--- config.mk ---
export PLATFORM = sky130hd
export DESIGN_NAME = paged_seq_top
export DESIGN_NICKNAME = d
export VERILOG_FILES = /design/src/rtl/paged_seq_pkg.sv /design/src/rtl/seq_flow_dec.sv /design/src/rtl/seq_page_unit.sv /design/src/rtl/seq_word_ctr.sv /design/src/rtl/seq_ret_stack.sv /design/src/rtl/paged_seq_top.sv
export SDC_FILE = /design/constraint.sdc
export NUM_CORES = 1
export LEC_CHECK = 0
export BUFFER_PORTS_ARGS = -buffer_cell sky130_fd_sc_hd__buf_2
export CORE_MARGIN = 5
export CORE_UTILIZATION = 55
export CTS_BUF_LIST = sky130_fd_sc_hd__clkbuf_8 sky130_fd_sc_hd__clkbuf_16
export DETAILED_ROUTE_END_ITERATION = 6
export PLACE_DENSITY = 0.77
export SLEW_MARGIN = 25
export SYNTH_ARGS = -nofsm -noshare
export SYNTH_HDL_FRONTEND = slang
export SYNTH_SLANG_ARGS = --single-unit
--- constraint.sdc ---
create_clock -name clk_i -period 2.95 [get_ports clk_i]
set_input_delay 0.1475 -clock clk_i [delete_from_list [all_inputs] [get_ports clk_i]]
set_output_delay 0.1475 -clock clk_i [all_outputs]
set_load 0.005 [all_outputs]
--- src/rtl/paged_seq_pkg.sv ---
package paged_seq_pkg;
  localparam int unsigned PAGE_W      = 4;
  localparam int unsigned WORD_W      = 6;
  localparam int unsigned ADDR_W      = PAGE_W + WORD_W;
  localparam int unsigned STACK_DEPTH = 2;

  typedef struct packed {
    logic [PAGE_W-1:0] page;
    logic [WORD_W-1:0] word;
  } ret_entry_t;

  typedef enum logic [1:0] {
    FLOW_SEQ  = 2'd0,
    FLOW_JUMP = 2'd1,
    FLOW_CALL = 2'd2,
    FLOW_RET  = 2'd3
  } flow_e;
endpackage

--- src/rtl/seq_flow_dec.sv ---
module seq_flow_dec
  import paged_seq_pkg::*;
(
  input  logic  branch_i,
  input  logic  call_i,
  input  logic  return_i,
  output flow_e flow_o
);
  // return > call > branch
  always_comb begin
    if (return_i)      flow_o = FLOW_RET;
    else if (call_i)   flow_o = FLOW_CALL;
    else if (branch_i) flow_o = FLOW_JUMP;
    else               flow_o = FLOW_SEQ;
  end
endmodule

--- src/rtl/seq_page_unit.sv ---
module seq_page_unit
  import paged_seq_pkg::*;
(
  input  logic              clk_i,
  input  logic              rst_ni,
  input  logic              ld_pbuf_i,
  input  logic [PAGE_W-1:0] page_imm_i,
  input  flow_e             flow_i,
  input  logic [PAGE_W-1:0] ret_page_i,
  output logic [PAGE_W-1:0] page_o
);
  logic [PAGE_W-1:0] pbuf_q, page_q, page_d;

  always_comb begin
    unique case (flow_i)
      FLOW_JUMP, FLOW_CALL: page_d = pbuf_q;
      FLOW_RET:             page_d = ret_page_i;
      default:              page_d = page_q;
    endcase
  end

  always_ff @(posedge clk_i or negedge rst_ni) begin
    if (!rst_ni) begin
      pbuf_q <= '0;
      page_q <= '0;
    end else begin
      page_q <= page_d;
      if (ld_pbuf_i) pbuf_q <= page_imm_i;
    end
  end

  assign page_o = page_q;
endmodule

--- src/rtl/seq_word_ctr.sv ---
module seq_word_ctr
  import paged_seq_pkg::*;
(
  input  logic              clk_i,
  input  logic              rst_ni,
  input  logic              fetch_i,
  input  flow_e             flow_i,
  input  logic [WORD_W-1:0] word_op_i,
  input  logic [WORD_W-1:0] ret_word_i,
  output logic [WORD_W-1:0] word_o,
  output logic [WORD_W-1:0] word_next_o
);
  logic [WORD_W-1:0] word_q, word_d;

  assign word_next_o = word_q + WORD_W'(1);  // wraps inside page

  always_comb begin
    unique case (flow_i)
      FLOW_JUMP, FLOW_CALL: word_d = word_op_i;
      FLOW_RET:             word_d = ret_word_i;
      default:              word_d = fetch_i ? word_next_o : word_q;
    endcase
  end

  always_ff @(posedge clk_i or negedge rst_ni) begin
    if (!rst_ni) word_q <= '0;
    else         word_q <= word_d;
  end

  assign word_o = word_q;
endmodule

--- src/rtl/seq_ret_stack.sv ---
module seq_ret_stack
  import paged_seq_pkg::*;
#(
  parameter int unsigned DEPTH = STACK_DEPTH
) (
  input  logic       clk_i,
  input  logic       rst_ni,
  input  logic       push_i,
  input  logic       pop_i,
  input  ret_entry_t push_data_i,
  output ret_entry_t top_o,
  output logic       fault_o
);
  localparam int unsigned CNT_W = $clog2(DEPTH + 1);

  ret_entry_t       ent_q [DEPTH];
  logic [CNT_W-1:0] cnt_q;
  logic             full, empty, fault_q, shift_up;

  assign full     = (cnt_q == CNT_W'(DEPTH));
  assign empty    = (cnt_q == '0);
  // with one entry left the top is kept, so an empty pop reuses it
  assign shift_up = pop_i && (cnt_q > CNT_W'(1));

  for (genvar i = 0; i < DEPTH; i++) begin : g_ent
    always_ff @(posedge clk_i or negedge rst_ni) begin
      if (!rst_ni) begin
        ent_q[i] <= '0;
      end else if (push_i) begin
        if (i == 0) ent_q[i] <= push_data_i;
        else        ent_q[i] <= ent_q[(i == 0) ? 0 : i-1];
      end else if (shift_up && (i < DEPTH-1)) begin
        ent_q[i] <= ent_q[(i < DEPTH-1) ? i+1 : i];
      end
    end
  end

  always_ff @(posedge clk_i or negedge rst_ni) begin
    if (!rst_ni) begin
      cnt_q   <= '0;
      fault_q <= 1'b0;
    end else begin
      if (push_i && !full)      cnt_q <= cnt_q + CNT_W'(1);
      else if (pop_i && !empty) cnt_q <= cnt_q - CNT_W'(1);
      if ((push_i && full) || (pop_i && empty)) fault_q <= 1'b1;
    end
  end

  assign top_o   = ent_q[0];
  assign fault_o = fault_q;
endmodule

--- src/rtl/paged_seq_top.sv ---
module paged_seq_top
  import paged_seq_pkg::*;
(
  input  logic              clk_i,
  input  logic              rst_ni,
  input  logic              fetch_i,
  input  logic              ld_pbuf_i,
  input  logic              branch_i,
  input  logic              call_i,
  input  logic              return_i,
  input  logic [PAGE_W-1:0] page_imm_i,
  input  logic [WORD_W-1:0] word_op_i,
  output logic [ADDR_W-1:0] rom_addr_o,
  output logic              stack_fault_o
);
  flow_e             flow;
  ret_entry_t        top_ent, push_ent;
  logic [PAGE_W-1:0] page;
  logic [WORD_W-1:0] word, word_next;

  seq_flow_dec u_dec (
    .branch_i (branch_i),
    .call_i   (call_i),
    .return_i (return_i),
    .flow_o   (flow)
  );

  seq_page_unit u_page (
    .clk_i      (clk_i),
    .rst_ni     (rst_ni),
    .ld_pbuf_i  (ld_pbuf_i),
    .page_imm_i (page_imm_i),
    .flow_i     (flow),
    .ret_page_i (top_ent.page),
    .page_o     (page)
  );

  seq_word_ctr u_word (
    .clk_i       (clk_i),
    .rst_ni      (rst_ni),
    .fetch_i     (fetch_i),
    .flow_i      (flow),
    .word_op_i   (word_op_i),
    .ret_word_i  (top_ent.word),
    .word_o      (word),
    .word_next_o (word_next)
  );

  assign push_ent = '{page: page, word: word_next};

  seq_ret_stack #(.DEPTH(STACK_DEPTH)) u_stack (
    .clk_i       (clk_i),
    .rst_ni      (rst_ni),
    .push_i      (flow == FLOW_CALL),
    .pop_i       (flow == FLOW_RET),
    .push_data_i (push_ent),
    .top_o       (top_ent),
    .fault_o     (stack_fault_o)
  );

  assign rom_addr_o = {page, word};
endmodule

==> impl_metrics.toml <==
[worst_setup_path]
ff2ff_path_depth = 6
reg2reg_setup_slack_ns = 1.22
worstPathRequired_ns = 3.14
rr_endpoint = "u_stack.top_o[4]$_DFFE_PN0P_"
worst_setup_path_start_kind = "primary input"
path_max_fanout = 11
cp.arrival_ns = 1.94
reg2reg_from = "u_stack.cnt_q[1]$_DFFE_PN0P_"
crit_type = "primary input to register"
end_kind = "register"

[run_status]
status = "complete, no violations"

[place]
gp_routability_congestion = 0.839
hpwl_mm = 2.67
portBuffers = 27

[clock_tree]
clk_latency_ns = 0.29
post_cts.repair.setup_buffers = 0
clk_path_buf_depth = 2
clk_pin_slew_ns = 0.07
cts_resized = 0
numCtsBuffers = 5
cts.sinks = 37
cts_root_buf = "clkbuf_8"
htree_levels = 2
cts_tree = "built"

[timing]
skew_ns = 0.00775
fin_crit_ns = 1.75
finalCritPeriodShare = 0.595
hold_viol = 0
worst_slew_pin_slew_ns = 0.893
rsz0062_at_grt = "false"
finalSetupTns_ns = 0
setup_violations = 0
fmax_mhz = 570
slew_headroom = 0.405
slew_viol_final = 0

[route]
firstDrtPassIters = 4
vias_per_cell = 5.63
drt-total-wl_mm = 3.76
first_iter_violations = 125
vias = 1368
wl_per_cell_microns = 15.5
drc = 0
drtAntennaViolNets = 0

[floorplanning]
core_area_sq_mm = 0.00331
die_x_microns = 68.3
row_count = 21
die_h_microns = 68.3
start_util = 0.565
io_pins = 28
die-area_sq_mm = 0.00467

[synthesis]
synth.ff_latch_count = 37
synthCells = 169
ys_seq_area_frac = 0.495
yosysWarnings = 0
synth_nets = 193
synth_cell_types = 34
syn_area_sq_mm = 0.00187
syn_area_per_cell_sq_um = 11.1

[min_path]
hold_class = "primary input to register"
worstHoldStart = "page_imm_i[0]"
worstHoldPathCells = 2
hold-path-endpoint = "u_page.pbuf_q[0]$_DFFE_PN0P_"

[power]
sw_frac_of_total = 0.330
p_clk_frac = 0.218
leakage_uw = 0.00100
p_switching_uw = 583
p_int_uw = 1190
seqPwrFrac = 0.479
combPwrFrac = 0.303
peakVddDrop_mv = 0.407
power.density_mw_per_mm2 = 824

[layout]
seqCellArea_sq_um = 926
multi_input_area_sq_um = 882
antenna_cells = 0
final_core_util = 0.648
nNetsFinal = 220
final_layout_size_suffix_gt1_frac = 0.284
fill_cells = 282
area_delta_synth_final_pct = 14.6

[global_route]
track_usage = 0.189
grt_max_degree = 38
antenna_found_initial = 0
grt_pass1_wl_mm = 6.42
grt_overflow = 0
grt_pass1_vias = 1396

[run]
cap_violations = 0
## layout by cell type (no fill, tap or decap), drive strengths merged, types with 5 or more instances in the layout
master / synthesis / routed
mux2i: 10 / 10
a21oi: 8 / 8
a221oi: 6 / 6
a31oi: 5 / 5
buf: 6 / 28
dfrtp: 37 / 37
inv: 7 / 7
clkbuf: 3 / 7
nand2: 13 / 13
o21ai: 12 / 12
nor2: 8 / 8
ha: 7 / 7
mux2: 15 / 15
## critical path, cell delays in order
cell	delay, ns
buf_2	0.16
a21oi_1	0.25
inv_1	0.10
ha_1	0.37
nand3b_4	0.20
and2_0	0.43
a211oi_1	0.08
a21o_1	0.20
## final cells by class
type | count | area share
clock buffer | 7 | 0.0449
clock inverter | 1 | 0.00233
inverter | 7 | 0.0122
multi-input combinational | 116 | 0.411
sequential | 37 | 0.431
tap | 46 | 0.0268
timing repair buffer | 29 | 0.0711
## layer usage
metal,vias to the layer above,share of wire,global-route usage
met4,0,0.018,0.0819
li1,662,-,-
met3,7,0.049,0.0509
met1,665,0.46,0.235
met5,-,0,0
met2,34,0.48,0.309
## through the flow
step / area [sq um] / setup WS [ns] / hold WS (ns) / instances / power (uW)
CTS: 2150 / 1.22 / 0.0753 / 243 / 1780
finish: 2150 / 1.20 / 0.0841 / 243 / 1770
global placement: 2030 / 1.02 / 0.277 / 234 / 1350
detailed placement: 2030 / 0.893 / 0.294 / 234 / 1390
floorplan: 1870 / 1.12 / -0.148 / 169 / 1210
global route: 2150 / 1.04 / 0.0825 / 243 / 1890
## cells by family after synthesis
logic type / Yosys count / share of synthesized area
buffers and inverters: 16 / 0.0341
AO/OA/AOI/OAI: 45 / 0.163
adder cells (fa/ha/maj): 7 / 0.0468
multiplexers: 25 / 0.144
XOR/XNOR: 3 / 0.0140
AND/OR/NAND/NOR: 36 / 0.104
flip-flops: 37 / 0.495
## sequential cells by signal, indices dropped and copies added, names as in the netlist
signal,cells
u_stack.ent_q,10
u_stack.top_o,10
u_word.word_o,6
u_page.page_o,4
u_page.pbuf_q,4
u_stack.cnt_q,2
u_stack.fault_o,1
## power by group through the flow
stage          Clock (uW)  Sequential (uW)  Combinational [uW]
4_1_cts               396              846                 540
3_5_place_dp            0              854                 534
5_1_grt               417              874                 597
2_1_floorplan           0              821                 392
6_report              386              847                 536
3_3_place_gp            0              842                 507
## synthesized netlist by cell type
master / count / area share
xnor2_1: 2 / 0.0094
or3_1: 1 / 0.0033
buf_2: 3 / 0.0080
nand3_1: 2 / 0.0053
nand2b_1: 2 / 0.0067
a221o_1: 1 / 0.0053
mux2_2: 15 / 0.090
a221oi_1: 6 / 0.028
nor2_1: 8 / 0.016
o31ai_1: 1 / 0.0040
buf_1: 3 / 0.0060
nand3_4: 1 / 0.0094
xor2_1: 1 / 0.0047
nand2_1: 13 / 0.026
o21ai_0: 12 / 0.032
mux2i_1: 10 / 0.053
or2_2: 1 / 0.0033
o22a_1: 3 / 0.014
and2_1: 1 / 0.0033
a311oi_2: 1 / 0.0080
a31oi_1: 5 / 0.017
nor2b_1: 2 / 0.0067
a21o_1: 4 / 0.016
nor3_1: 2 / 0.0053
nand3b_4: 1 / 0.011
inv_1: 7 / 0.014
and2_0: 1 / 0.0033
a21oi_1: 8 / 0.021
o32a_1: 1 / 0.0053
dfrtp_1: 37 / 0.49
ha_1: 7 / 0.047
and3_2: 1 / 0.0040
clkbuf_1: 3 / 0.0060
a211oi_1: 3 / 0.012
## repair_timing
item	4_1_cts	5_1_grt
endpoints found under the setup margin	0	0
endpoints found under the hold margin	37	0
hold buffers	1	0
## worst max path at each step
| stage | startpoint | endpoint | slack (ns) | cells past startpoint |
|---|---|---|---|---|
| after CTS | return_i | u_stack.top_o[4]$_DFFE_PN0P_ | 1.22 | 8 |
| after global placement | return_i | u_stack.top_o[4]$_DFFE_PN0P_ | 1.02 | 7 |
| after floorplan | return_i | u_word.word_o[3]$_DFFE_PN0P_ | 1.12 | 8 |
| final | return_i | u_stack.top_o[4]$_DFFE_PN0P_ | 1.20 | 8 |
| after global routing | call_i | u_stack.top_o[4]$_DFFE_PN0P_ | 1.04 | 9 |
| after detailed placement | return_i | u_stack.top_o[4]$_DFFE_PN0P_ | 0.89 | 8 |
No activity file was read; power rests on OpenSTA's default activity.
